==> config.mk <==
export PLATFORM = sky130hd
export DESIGN_NAME = dfu_req_fsm
export DESIGN_NICKNAME = d
export VERILOG_FILES = /design/src/rtl/dfu_pkg.sv /design/src/rtl/dfu_req_decode.sv /design/src/rtl/dfu_status_pack.sv /design/src/rtl/dfu_req_fsm.sv
export SDC_FILE = /design/constraint.sdc
export NUM_CORES = 1
export LEC_CHECK = 0
export ABC_AREA = 0
export BUFFER_PORTS_ARGS = -buffer_cell sky130_fd_sc_hd__buf_2
export CAP_MARGIN = 20
export CORE_ASPECT_RATIO = 1.1
export CORE_UTILIZATION = 25
export DETAILED_ROUTE_END_ITERATION = 10
export SKIP_CTS_REPAIR_TIMING = 1
export SLEW_MARGIN = 20
export SYNTH_ARGS = -nofsm -noshare
export SYNTH_HDL_FRONTEND = slang
export SYNTH_SLANG_ARGS = --single-unit
==> constraint.sdc <==
create_clock -name clk_i -period 4.6 [get_ports clk_i]
set_input_delay 0.46 -clock clk_i [delete_from_list [all_inputs] [get_ports clk_i]]
set_output_delay 0.46 -clock clk_i [all_outputs]
set_load 0.02 [all_outputs]
==> src/rtl/dfu_pkg.sv <==
package dfu_pkg;

    typedef enum logic [3:0] {
        ST_APP_IDLE   = 4'd0,
        ST_APP_DETACH = 4'd1,
        ST_IDLE       = 4'd2,
        ST_DN_SYNC    = 4'd3,
        ST_DN_BUSY    = 4'd4,
        ST_DN_IDLE    = 4'd5,
        ST_MAN_SYNC   = 4'd6,
        ST_MAN        = 4'd7,
        ST_MAN_WAIT   = 4'd8,
        ST_UP_IDLE    = 4'd9,
        ST_ERROR      = 4'd10
    } dfu_state_e;

    typedef enum logic [2:0] {
        RQ_DETACH = 3'd0,
        RQ_DNLOAD = 3'd1,
        RQ_UPLOAD = 3'd2,
        RQ_GETSTS = 3'd3,
        RQ_CLRSTS = 3'd4,
        RQ_GETST  = 3'd5,
        RQ_ABORT  = 3'd6,
        RQ_NONE   = 3'd7
    } dfu_req_e;

    localparam logic [7:0] TYPE_H2D = 8'h21;
    localparam logic [7:0] TYPE_D2H = 8'hA1;

    localparam int STS_REPLY_LEN = 6;
    localparam int ST_REPLY_LEN  = 1;

    localparam logic [7:0] STS_OK      = 8'h00;
    localparam logic [7:0] STS_NOTDONE = 8'h09;
    localparam logic [7:0] STS_USBRST  = 8'h0C;
    localparam logic [7:0] STS_STALLED = 8'h0F;

    typedef struct packed {
        dfu_state_e state;
        logic [7:0] status;
        logic       stall;
        logic [7:0] rep_status;
        dfu_state_e rep_state;
        logic [7:0] st_reply;
    } fsm_regs_t;

    // States where a transfer or manifestation is under way (bus reset is unexpected).
    function automatic logic in_transfer(input dfu_state_e s);
        return (s == ST_DN_SYNC) || (s == ST_DN_BUSY) || (s == ST_DN_IDLE) ||
               (s == ST_MAN_SYNC) || (s == ST_MAN) || (s == ST_UP_IDLE);
    endfunction

    // States where the memory side can report an error.
    function automatic logic takes_error(input dfu_state_e s);
        return (s == ST_IDLE) || in_transfer(s);
    endfunction

endpackage

==> src/rtl/dfu_req_decode.sv <==
module dfu_req_decode
    import dfu_pkg::*;
#(
    parameter int LEN_W    = 16,
    parameter int MAX_XFER = 32
) (
    input  logic [7:0]       req_type_i,
    input  logic [7:0]       req_code_i,
    input  logic [LEN_W-1:0] req_len_i,
    output dfu_req_e         kind_o,
    output logic             well_formed_o,
    output logic             len_zero_o
);

    localparam logic [LEN_W-1:0] XFER_LIM = LEN_W'(MAX_XFER);
    localparam logic [LEN_W-1:0] LEN_STS  = LEN_W'(STS_REPLY_LEN);
    localparam logic [LEN_W-1:0] LEN_ST   = LEN_W'(ST_REPLY_LEN);

    logic out_dir, in_dir, fits, zero;

    always_comb begin
        out_dir = (req_type_i == TYPE_H2D);
        in_dir  = (req_type_i == TYPE_D2H);
        zero    = (req_len_i == '0);
        fits    = (req_len_i <= XFER_LIM);
        kind_o        = RQ_NONE;
        well_formed_o = 1'b0;
        case (req_code_i)
            8'd0: begin kind_o = RQ_DETACH; well_formed_o = out_dir && zero; end
            8'd1: begin kind_o = RQ_DNLOAD; well_formed_o = out_dir && fits; end
            8'd2: begin kind_o = RQ_UPLOAD; well_formed_o = in_dir && fits && !zero; end
            8'd3: begin kind_o = RQ_GETSTS; well_formed_o = in_dir && (req_len_i == LEN_STS); end
            8'd4: begin kind_o = RQ_CLRSTS; well_formed_o = out_dir && zero; end
            8'd5: begin kind_o = RQ_GETST;  well_formed_o = in_dir && (req_len_i == LEN_ST); end
            8'd6: begin kind_o = RQ_ABORT;  well_formed_o = out_dir && zero; end
            default: begin kind_o = RQ_NONE; well_formed_o = 1'b0; end
        endcase
        len_zero_o = zero;
    end

endmodule

==> src/rtl/dfu_status_pack.sv <==
module dfu_status_pack
    import dfu_pkg::*;
#(
    parameter int POLL_MS = 5,
    parameter int POLL_W  = 24
) (
    input  logic [7:0]                 status_i,
    input  dfu_state_e                 state_i,
    output logic [8*STS_REPLY_LEN-1:0] reply_o
);

    localparam int POLL_BYTES = POLL_W / 8;

    logic [POLL_W-1:0] poll;
    logic [7:0]        field [STS_REPLY_LEN];

    always_comb begin
        poll = ((state_i == ST_DN_BUSY) || (state_i == ST_MAN)) ? POLL_W'(POLL_MS) : '0;
        field[0] = status_i;
        for (int b = 0; b < POLL_BYTES; b++) begin
            field[1+b] = poll[8*b +: 8];
        end
        field[1+POLL_BYTES] = {4'h0, state_i};
        field[2+POLL_BYTES] = 8'h00;
    end

    for (genvar g = 0; g < STS_REPLY_LEN; g++) begin : g_byte
        assign reply_o[8*g +: 8] = field[g];
    end

endmodule

==> src/rtl/dfu_req_fsm.sv <==
module dfu_req_fsm
    import dfu_pkg::*;
#(
    parameter int LEN_W        = 16,
    parameter int MAX_XFER     = 32,
    parameter int POLL_MS      = 5,
    parameter bit START_IN_DFU = 1'b0
) (
    input  logic             clk_i,
    input  logic             rst_ni,
    input  logic             setup_i,
    input  logic [7:0]       req_type_i,
    input  logic [7:0]       req_code_i,
    input  logic [LEN_W-1:0] req_len_i,
    input  logic             all_data_i,
    input  logic             prog_busy_i,
    input  logic             err_valid_i,
    input  logic [3:0]       err_code_i,
    input  logic             bus_reset_i,
    output logic             stall_o,
    output logic [3:0]       dfu_state_o,
    output logic [7:0]       dfu_status_o,
    output logic [47:0]      status_reply_o,
    output logic [7:0]       state_reply_o
);

    localparam dfu_state_e BOOT_ST = START_IN_DFU ? ST_IDLE : ST_APP_IDLE;

    fsm_regs_t d, q;
    dfu_req_e  kind;
    logic      well_formed, len_zero;
    logic      accept;

    dfu_req_decode #(.LEN_W(LEN_W), .MAX_XFER(MAX_XFER)) u_dec (
        .req_type_i    (req_type_i),
        .req_code_i    (req_code_i),
        .req_len_i     (req_len_i),
        .kind_o        (kind),
        .well_formed_o (well_formed),
        .len_zero_o    (len_zero)
    );

    always_comb begin
        d       = q;
        d.stall = 1'b0;
        accept  = 1'b0;
        if (bus_reset_i) begin
            if (q.state == ST_APP_DETACH) begin
                d.state = ST_IDLE;
            end else if (q.state == ST_MAN_WAIT) begin
                d.state = ST_APP_IDLE;
            end else if (in_transfer(q.state)) begin
                d.state  = ST_ERROR;
                d.status = STS_USBRST;
            end
        end else if (err_valid_i && takes_error(q.state)) begin
            d.state  = ST_ERROR;
            d.status = {4'h0, err_code_i};
        end else begin
            if (q.state == ST_DN_BUSY && !prog_busy_i) d.state = ST_DN_IDLE;
            if (q.state == ST_MAN && !prog_busy_i)     d.state = ST_MAN_WAIT;
            if (setup_i) begin
                if (well_formed && (kind == RQ_GETST) &&
                    !(q.state inside {ST_DN_BUSY, ST_MAN, ST_MAN_WAIT})) begin
                    accept     = 1'b1;
                    d.st_reply = {4'h0, q.state};
                end else if (well_formed) begin
                    unique case (q.state)
                        ST_APP_IDLE: begin
                            if (kind == RQ_DETACH) begin accept = 1'b1; d.state = ST_APP_DETACH; end
                            if (kind == RQ_GETSTS) accept = 1'b1;
                        end
                        ST_APP_DETACH: begin
                            if (kind == RQ_GETSTS) accept = 1'b1;
                        end
                        ST_IDLE: begin
                            if (kind == RQ_DNLOAD && !len_zero) begin accept = 1'b1; d.state = ST_DN_SYNC; end
                            if (kind == RQ_UPLOAD) begin accept = 1'b1; d.state = ST_UP_IDLE; end
                            if (kind == RQ_ABORT)  begin accept = 1'b1; d.status = STS_OK; end
                            if (kind == RQ_GETSTS) accept = 1'b1;
                        end
                        ST_DN_SYNC: begin
                            if (kind == RQ_GETSTS) begin
                                accept  = 1'b1;
                                d.state = prog_busy_i ? ST_DN_BUSY : ST_DN_IDLE;
                            end
                        end
                        ST_DN_IDLE: begin
                            if (kind == RQ_DNLOAD) begin
                                accept = 1'b1;
                                if (!len_zero) begin
                                    d.state = ST_DN_SYNC;
                                end else if (all_data_i) begin
                                    d.state = ST_MAN_SYNC;
                                end else begin
                                    d.state  = ST_ERROR;
                                    d.status = STS_NOTDONE;
                                end
                            end
                            if (kind == RQ_ABORT) begin accept = 1'b1; d.state = ST_IDLE; d.status = STS_OK; end
                            if (kind == RQ_GETSTS) accept = 1'b1;
                        end
                        ST_MAN_SYNC: begin
                            if (kind == RQ_GETSTS) begin
                                accept  = 1'b1;
                                d.state = prog_busy_i ? ST_MAN : ST_MAN_WAIT;
                            end
                        end
                        ST_UP_IDLE: begin
                            if (kind == RQ_UPLOAD) accept = 1'b1;
                            if (kind == RQ_ABORT) begin accept = 1'b1; d.state = ST_IDLE; d.status = STS_OK; end
                            if (kind == RQ_GETSTS) accept = 1'b1;
                        end
                        ST_ERROR: begin
                            if (kind == RQ_CLRSTS) begin accept = 1'b1; d.state = ST_IDLE; d.status = STS_OK; end
                            if (kind == RQ_GETSTS) accept = 1'b1;
                        end
                        default: accept = 1'b0;
                    endcase
                end
                if (accept && kind == RQ_GETSTS) begin
                    d.rep_status = d.status;
                    d.rep_state  = d.state;
                end
                if (!accept) begin
                    d.stall = 1'b1;
                    d.state = q.state;
                    if (!(q.state inside {ST_APP_IDLE, ST_APP_DETACH, ST_MAN_WAIT, ST_ERROR})) begin
                        d.state  = ST_ERROR;
                        d.status = STS_STALLED;
                    end
                end
            end
        end
    end

    always_ff @(posedge clk_i or negedge rst_ni) begin
        if (!rst_ni) begin
            q.state      <= BOOT_ST;
            q.status     <= STS_OK;
            q.stall      <= 1'b0;
            q.rep_status <= STS_OK;
            q.rep_state  <= BOOT_ST;
            q.st_reply   <= 8'h00;
        end else begin
            q <= d;
        end
    end

    dfu_status_pack #(.POLL_MS(POLL_MS)) u_pack (
        .status_i (q.rep_status),
        .state_i  (q.rep_state),
        .reply_o  (status_reply_o)
    );

    assign stall_o       = q.stall;
    assign dfu_state_o   = q.state;
    assign dfu_status_o  = q.status;
    assign state_reply_o = q.st_reply;

    // the error state holds until a well-formed CLRSTATUS arrives
    assert_err_sticky_R8: assert property (@(posedge clk_i) disable iff (!rst_ni)
        (q.state == ST_ERROR && !(setup_i && well_formed && kind == RQ_CLRSTS))
        |=> (dfu_state_o == 4'd10));

    // CLRSTATUS in the error state returns to idle with an OK status
    assert_clr_exit_R8: assert property (@(posedge clk_i) disable iff (!rst_ni)
        (q.state == ST_ERROR && setup_i && well_formed && kind == RQ_CLRSTS && !bus_reset_i)
        |=> (dfu_state_o == 4'd2 && dfu_status_o == 8'h00));

    // malformed request in an operating state stalls and records 0Fh
    assert_stall_to_error_R3: assert property (@(posedge clk_i) disable iff (!rst_ni)
        (setup_i && !well_formed && !bus_reset_i && !err_valid_i &&
         (q.state inside {ST_IDLE, ST_DN_SYNC, ST_DN_BUSY, ST_DN_IDLE, ST_MAN_SYNC, ST_MAN, ST_UP_IDLE}))
        |=> (stall_o && dfu_state_o == 4'd10 && dfu_status_o == 8'h0F));

    // GETSTATE reports the current state and keeps it
    assert_getstate_keeps_R7: assert property (@(posedge clk_i) disable iff (!rst_ni)
        (setup_i && well_formed && kind == RQ_GETST && !bus_reset_i && !err_valid_i &&
         !(q.state inside {ST_DN_BUSY, ST_MAN, ST_MAN_WAIT}))
        |=> (dfu_state_o == $past(dfu_state_o) && state_reply_o == {4'h0, $past(dfu_state_o)}));

    // busy low in dfuDNBUSY leads to dfuDNLOAD-IDLE
    assert_busy_exit_R10: assert property (@(posedge clk_i) disable iff (!rst_ni)
        (q.state == ST_DN_BUSY && !prog_busy_i && !bus_reset_i && !err_valid_i && !setup_i)
        |=> (dfu_state_o == 4'd5));

endmodule

== After elaboration in Yosys (flattened, before gate mapping) ==
Cells that the tools add are included.
Widths: inputs -> output; s select.

* Reduce and logical (&&, ||, !) cells: 36
* Magnitude comparators: 1
* Bitwise logic cells: 2
* Muxes and demuxes: 62
* Equality and inequality tests: 33

{| class="wikitable"
|+ Operators by type and width
! cell !! number
|-
| $mux 12 || 11
|-
| $mux 4 || 15
|-
| $mux 21 || 2
|-
| $mux 8 || 5
|-
| $mux 33 || 1
|-
| $pmux 8 s4 || 1
|-
| $pmux 4 s7 || 1
|-
| $eq 4x3->1 const B || 6
|-
| $eq 8x3->1 const B || 3
|-
| $mux 1 || 21
|-
| $pmux 3 s7 || 1
|-
| $eq 16x1->1 const B || 1
|-
| $eq 16x3->1 const B || 1
|-
| $eq 8x2->1 const B || 2
|-
| $le 16x6->1 const B || 1
|-
| $logic_not 16->1 || 1
|-
| $logic_and 1x1->1 || 13
|-
| $mux 13 || 1
|-
| $eq 4x4->1 const B || 3
|-
| $reduce_and 4->1 || 3
|-
| $eq 3x3->1 const B || 3
|-
| $eq 4x2->1 const B || 2
|-
| $eq 8x1->1 const B || 1
|-
| $eq 8x6->1 const B || 1
|-
| 21 further kinds || 34
|}

* Output and inout port bits: 69
* Input bits: 43
* Bits in registers: 29
* Word-level logic and storage cells: 140

== Logic depth before layout (Yosys ltp) ==
* Depth in word-level cells: 20
* Mapped depth: 12
* Mapped depth without buffers: 8

== Modules after synthesis ==
From an unflattened synthesis, not the netlist that was laid out.

* Cell total of the unflattened synthesis: 338
* Area total of the unflattened synthesis: 2,885.3 um2

{| class="wikitable"
|+ Modules (own cells, without submodules)
! module !! sequential area each (um2) !! cells an instance !! times used !! area each (um2)
|-
| dfu_req_fsm || 725.7 || 257 || 1 || 2,283.4
|-
| dfu_status_pack || 0.0 || 50 || 1 || 377.9
|-
| dfu_req_decode || 0.0 || 31 || 1 || 224.0
|}

== Worst setup path after synthesis ==
OpenSTA, ideal clock, no wires.

* Kind: input-to-reg
* Start: input req_code_i[2]
* End: register q[8] (netlist name)
* Path slack: 1.723 ns
* Required time: 4.482 ns
* Arrival time: 2.759 ns
* Library setup time: 0.118 ns
* Buffers on the path: 3
* Stages: 9
* Cells stage by stage: buf_6 -> xnor2_1 -> or4b_1 -> or4b_4 -> and3_4 -> or4_1 -> buf_6 -> buf_6 -> a21o_1

* Longest elaborated chain between the ends: 16
* Elaborated cells on any way between the ends: 55
* Those cells by class: eq/ne (12); mux (35); reduce/logical (8)

{| class="wikitable"
|+ Ends and longest elaborated chain
! element !! line !! source
|-
| from (decl) || dfu_req_fsm.sv:13 || <nowiki>input logic [7:0] req_code_i,</nowiki>
|-
| $eq 8x3->1 (tied with other cells) || dfu_req_decode.sv:28 || <nowiki>case (req_code_i)</nowiki>
|-
| $pmux 3 s7 || dfu_req_decode.sv:28 ||
|-
| $eq 3x1->1 || dfu_req_fsm.sv:77, dfu_req_fsm.sv:89 ||
|-
| $logic_and 1x1->1 || dfu_req_fsm.sv:77 || <nowiki>if (kind == RQ_DNLOAD && !len_zero) begin accept = 1'b1; d.state = ST_DN_SYNC; end</nowiki>
|-
| $mux 1 || dfu_req_fsm.sv:77 ||
|-
| $mux 1 || dfu_req_fsm.sv:78 || <nowiki>if (kind == RQ_UPLOAD) begin accept = 1'b1; d.state = ST_UP_IDLE; end</nowiki>
|-
| $mux 1 || dfu_req_fsm.sv:79 || <nowiki>if (kind == RQ_ABORT) begin accept = 1'b1; d.status = STS_OK; end</nowiki>
|-
| $mux 1 || dfu_req_fsm.sv:80 || <nowiki>if (kind == RQ_GETSTS) accept = 1'b1;</nowiki>
|-
| $pmux 1 s6 || dfu_req_fsm.sv:68 || <nowiki>unique case (q.state)</nowiki>
|-
| $mux 1 || dfu_req_fsm.sv:67 || <nowiki>end else if (well_formed) begin</nowiki>
|-
| $mux 1 || dfu_req_fsm.sv:63 || <nowiki>if (well_formed && (kind == RQ_GETST) &&</nowiki>
|-
| $mux 1 || dfu_req_fsm.sv:62 || <nowiki>if (setup_i) begin</nowiki>
|-
| $mux 1 || dfu_req_fsm.sv:56 || <nowiki>end else if (err_valid_i && takes_error(q.state)) begin</nowiki>
|-
| $mux 1 || dfu_req_fsm.sv:47 || <nowiki>if (bus_reset_i) begin</nowiki>
|-
| $logic_and 1x1->1 || dfu_req_fsm.sv:121 || <nowiki>if (accept && kind == RQ_GETSTS) begin</nowiki>
|-
| $reduce_and 4->1 (no line) || n/a ||
|-
| to (decl) || dfu_req_fsm.sv:29 || <nowiki>fsm_regs_t d, q;</nowiki>
|}

Several ways; a longest one is shown, not always the timed one. The select of a mux whose other input is x is not followed.
A chain may end at the register's enable or synchronous reset.

== Worst setup path after layout ==
* Start: register q (netlist bit dfu_state_o[2])
* End: register q[16] (netlist name)

* Longest elaborated chain between the ends: 10
* Elaborated cells on any way between the ends: 34
* Those cells by class: eq/ne (10); mux (9); bitwise (1); reduce/logical (14)

{| class="wikitable"
|+ Ends and longest elaborated chain
! element !! line
|-
| $eq 4x2->1 (tied with other cells) || dfu_pkg.sv:50, dfu_req_fsm.sv:68
|-
| $reduce_or 3->1 (no line) (tied with other cells) || n/a
|-
| $pmux 1 s6 (tied with other cells) || dfu_req_fsm.sv:68
|-
| $mux 1 (tied with other cells) || dfu_req_fsm.sv:67
|-
| $mux 1 / $logic_or 1x1->1 (equally long branches) || dfu_req_fsm.sv:63, dfu_pkg.sv:51
|-
| $mux 1 / $logic_or 1x1->1 (equally long branches) || dfu_req_fsm.sv:62, dfu_pkg.sv:51
|-
| $mux 1 / $logic_or 1x1->1 (equally long branches) || dfu_req_fsm.sv:56, dfu_pkg.sv:56
|-
| $mux 1 / $logic_and 1x1->1 (equally long branches) || dfu_req_fsm.sv:47, dfu_req_fsm.sv:56
|-
| $logic_and 1x1->1 / $not 1->1 (equally long branches) || n/a
|-
| $reduce_and 4->1 (no line) || n/a
|}

Several ways; a longest one is shown, not always the timed one. The select of a mux whose other input is x is not followed.

==> qor.txt <==
status - completed
synthesized flop and latch total - 29
number of nets in the final layout - 454
layout overhead on the synthesized area - 17.08%
number of global-route vias before repair - 2522
syn_area_per_cell - 8.023 um2
number of violations of the max-capacitance limit - 0
maximum achievable frequency - 279.8 MHz
maximum count of clock buffers along a single path - 2
Final GP Congestion - 0.9726
maximum number of pins on one net before global-route repair - 30
via/cell ratio - 5.140
Period minus WS final - 3.574 ns
sequential element share of the synthesized area - 26.07%
longest individual stage delay on the worst path - 0.83 ns
Leakage Power - 1.489 nW
Final Max Slew Viols - 0
RSZ-0062 raised after global routing - no
total global routing track utilization - 14.79%
share of the clock period used by the worst path - 77.70%
cell with the most instances after synthesis - buf_4
number of cell rows - 40
Top FF cell, synth - dfrtp_1
reg-to-reg slack, setup - 1.03 ns
startpoint of the lowest-slack register-to-register path - dfu_state_o[2]
cell at the root of the clock tree - clkbuf_16
Final setup viols - 0
power density relative to cell area - 320.4 nW/um2
leftover overflow at the end of global routing - 0
core area - 10860 um2
Yosys warnings - 0
count of antenna diodes in the layout - 0
Clock transition at path regs - 0.05 ns
Total Die Area - 11560 um2
area of the mapped netlist - 2784 um2
number of placed instances, taps included - 551
# IOs - 112
number of iterations in the first detailed-routing pass - 5
capture point of the worst reg-to-reg path - q[16]
data arrival at the endpoint of the critical path - 3.73 ns
effective utilization at floorplan - 25.63%
WS Path Type - flip-flop to flip-flop
HPWL after DPL - 6688 um
worst hold-check slack - 0.2126 ns
Die Height - 112.7 um
EDFF count, synth - 0
Top delay family on crit path - simple AND/OR/NAND/NOR gates
share of flip-flops with an asynchronous set or reset after synthesis - 100.0%
category of the worst setup path launch point - flip-flop
share of the synthesized area in the top cell type - 26.07%
deepest level of the CTS H-tree - 2
cells along the critical path - buf_4 > nor4b_1 > o21ai_0 > o41ai_1 > a22o_1 > o21ai_0 > or4_1 > mux2_2
number of hold violations in the final report - 0
Die Wd - 102.6 um
number of clock sinks - 29
average wire per cell in the routed design - 15.20 um
count of mapped cells out of synthesis - 347
initial antenna violation count - 0
leading post-synthesis cells by cell area - dfrtp_1, buf_4, o21ai_0, mux2_2, nor2_1
number of distinct library cells after synthesis - 66
Num CTS Buffers - 5
number of port buffers - 73
count of buffer and inverter cells on the critical path - 1
first-iteration detailed-routing DRC count - 227
library cell occupying the most area in the post-synthesis netlist - dfrtp_1
total wire length - 8498 um
CP endpoint kind - flip-flop
worst-case reg-to-reg path depth - 8
Slowest cell on crit path - or4_1
clock tree from TritonCTS - built
worst hold path type - input port to async pin
antenna-violating nets left - 0
final-layout setup total negative slack - 0 ns
share of post-route cells with drive strength above 1 - 25.49%
commonest cells in the synthesized netlist - buf_4, dfrtp_1, nor2_1, o21ai_0, nand2_1
CP most frequent cell - o21ai_0
Slew @ Worst Pin - 0.8155 ns
worst ir drop on vdd - 0.0001733 V
DRC errors left - 0
wire length of the first global-routing pass - 13400 um
biggest fanout along the worst timing path - 24
fin cells - 559
maximum clock skew at final layout - 0.005488 ns
Required @ worst endpoint - 4.75 ns
clock insertion delay at the later pin of the skew report - 0.27 ns
worst slew margin relative to its limit - 44.78%
number of vias in the routed layout - 2873
cell type report:
class / count / area [um2]
fillers: 1228 / 7601
multi-input cells: 291 / 1785
flip-flops and latches: 29 / 725.7
repair buffers: 77 / 395.4
well taps: 147 / 183.9
clock buffers: 5 / 125.1
inverters: 7 / 26.28
clock inverters: 3 / 17.52
how the worst max path moves through the flow:
| stage | from | to | slack [ns] | cells past startpoint |
|---|---|---|---|---|
| after CTS | dfu_state_o[1] | q[16] | 1.02 | 8 |
| final | dfu_state_o[2] | q[16] | 1.03 | 8 |
| after global placement | req_code_i[0] | q[14] | 1.17 | 8 |
| after detailed placement | dfu_state_o[1] | q[16] | 1.06 | 8 |
| after floorplan | req_code_i[2] | q[8] | 1.72 | 9 |
| after global routing | dfu_state_o[1] | q[16] | 0.74 | 8 |
flip-flops by register name (all words and copies together), names as in the netlist:
name / flops
dfu_state_o: 4
dfu_status_o: 8
q: 12
stall_o: 1
state_reply_o: 4
kinds of logic (layout without fill, tap and decap cells):
group	after synthesis	in the layout	synth area share, %
simple gates	138	138	28.58
mux	11	11	4.405
compound gates	99	99	24.45
other cells	1	38	0.1347
buf+inv	64	92	14.79
xor+xnor	5	5	1.573
flops	29	29	26.07
where the power goes:
part	internal [mW]	leakage (nW)	switching, mW
combinational	0.150	1.03	0.271
clock	0.197	0.0696	0.109
sequential	0.279	0.388	0.0376
total	0.627	1.49	0.418
routing by layer:
metal  wire, um  share of wire (%)  global-route usage [%]
met2       3849                 45                   23.02
met5          0                  0                       0
met1       3911                 46                   20.68
met3        489                5.8                  0.9963
met4        247                2.9                   6.762
metrics by stage:
stage	area [um2]	setup slack (ns)	utilization (%)	total power, mW
after global routing	3259	0.7429	30.01	1.107
after global placement	3117	1.167	28.70	0.7310
after CTS	3259	1.024	30.01	1.048
final	3259	1.026	30.01	1.044
after floorplan	2923	1.723	-	0.6248
after detailed placement	3117	1.057	28.70	0.7330
worst register-to-register path, cell delays in order (launching register included):
cell and delay, ns:
dfrtp_1 0.68, buf_4 0.31, nor4b_1 0.61, o21ai_0 0.16, o41ai_1 0.11, a22o_1 0.23, o21ai_0 0.15, or4_1 0.83
mux2_2 0.39
cells in the final DEF (no fill, tap or decap), drive strengths merged, types with 6 or more instances in the layout:
| master | instances |
|---|---|
| a21oi | 16 |
| and2 | 9 |
| nor2 | 27 |
| mux2 | 10 |
| nor3b | 6 |
| nand2 | 21 |
| inv | 7 |
| nor4 | 6 |
| conb | 38 |
| o21ai | 28 |
| a31oi | 7 |
| nand2b | 9 |
| buf | 77 |
| nand4 | 7 |
| nand3 | 9 |
| nor3 | 8 |
| dfrtp | 29 |
| nor2b | 6 |
No activity file was read; power rests on OpenSTA's default activity.
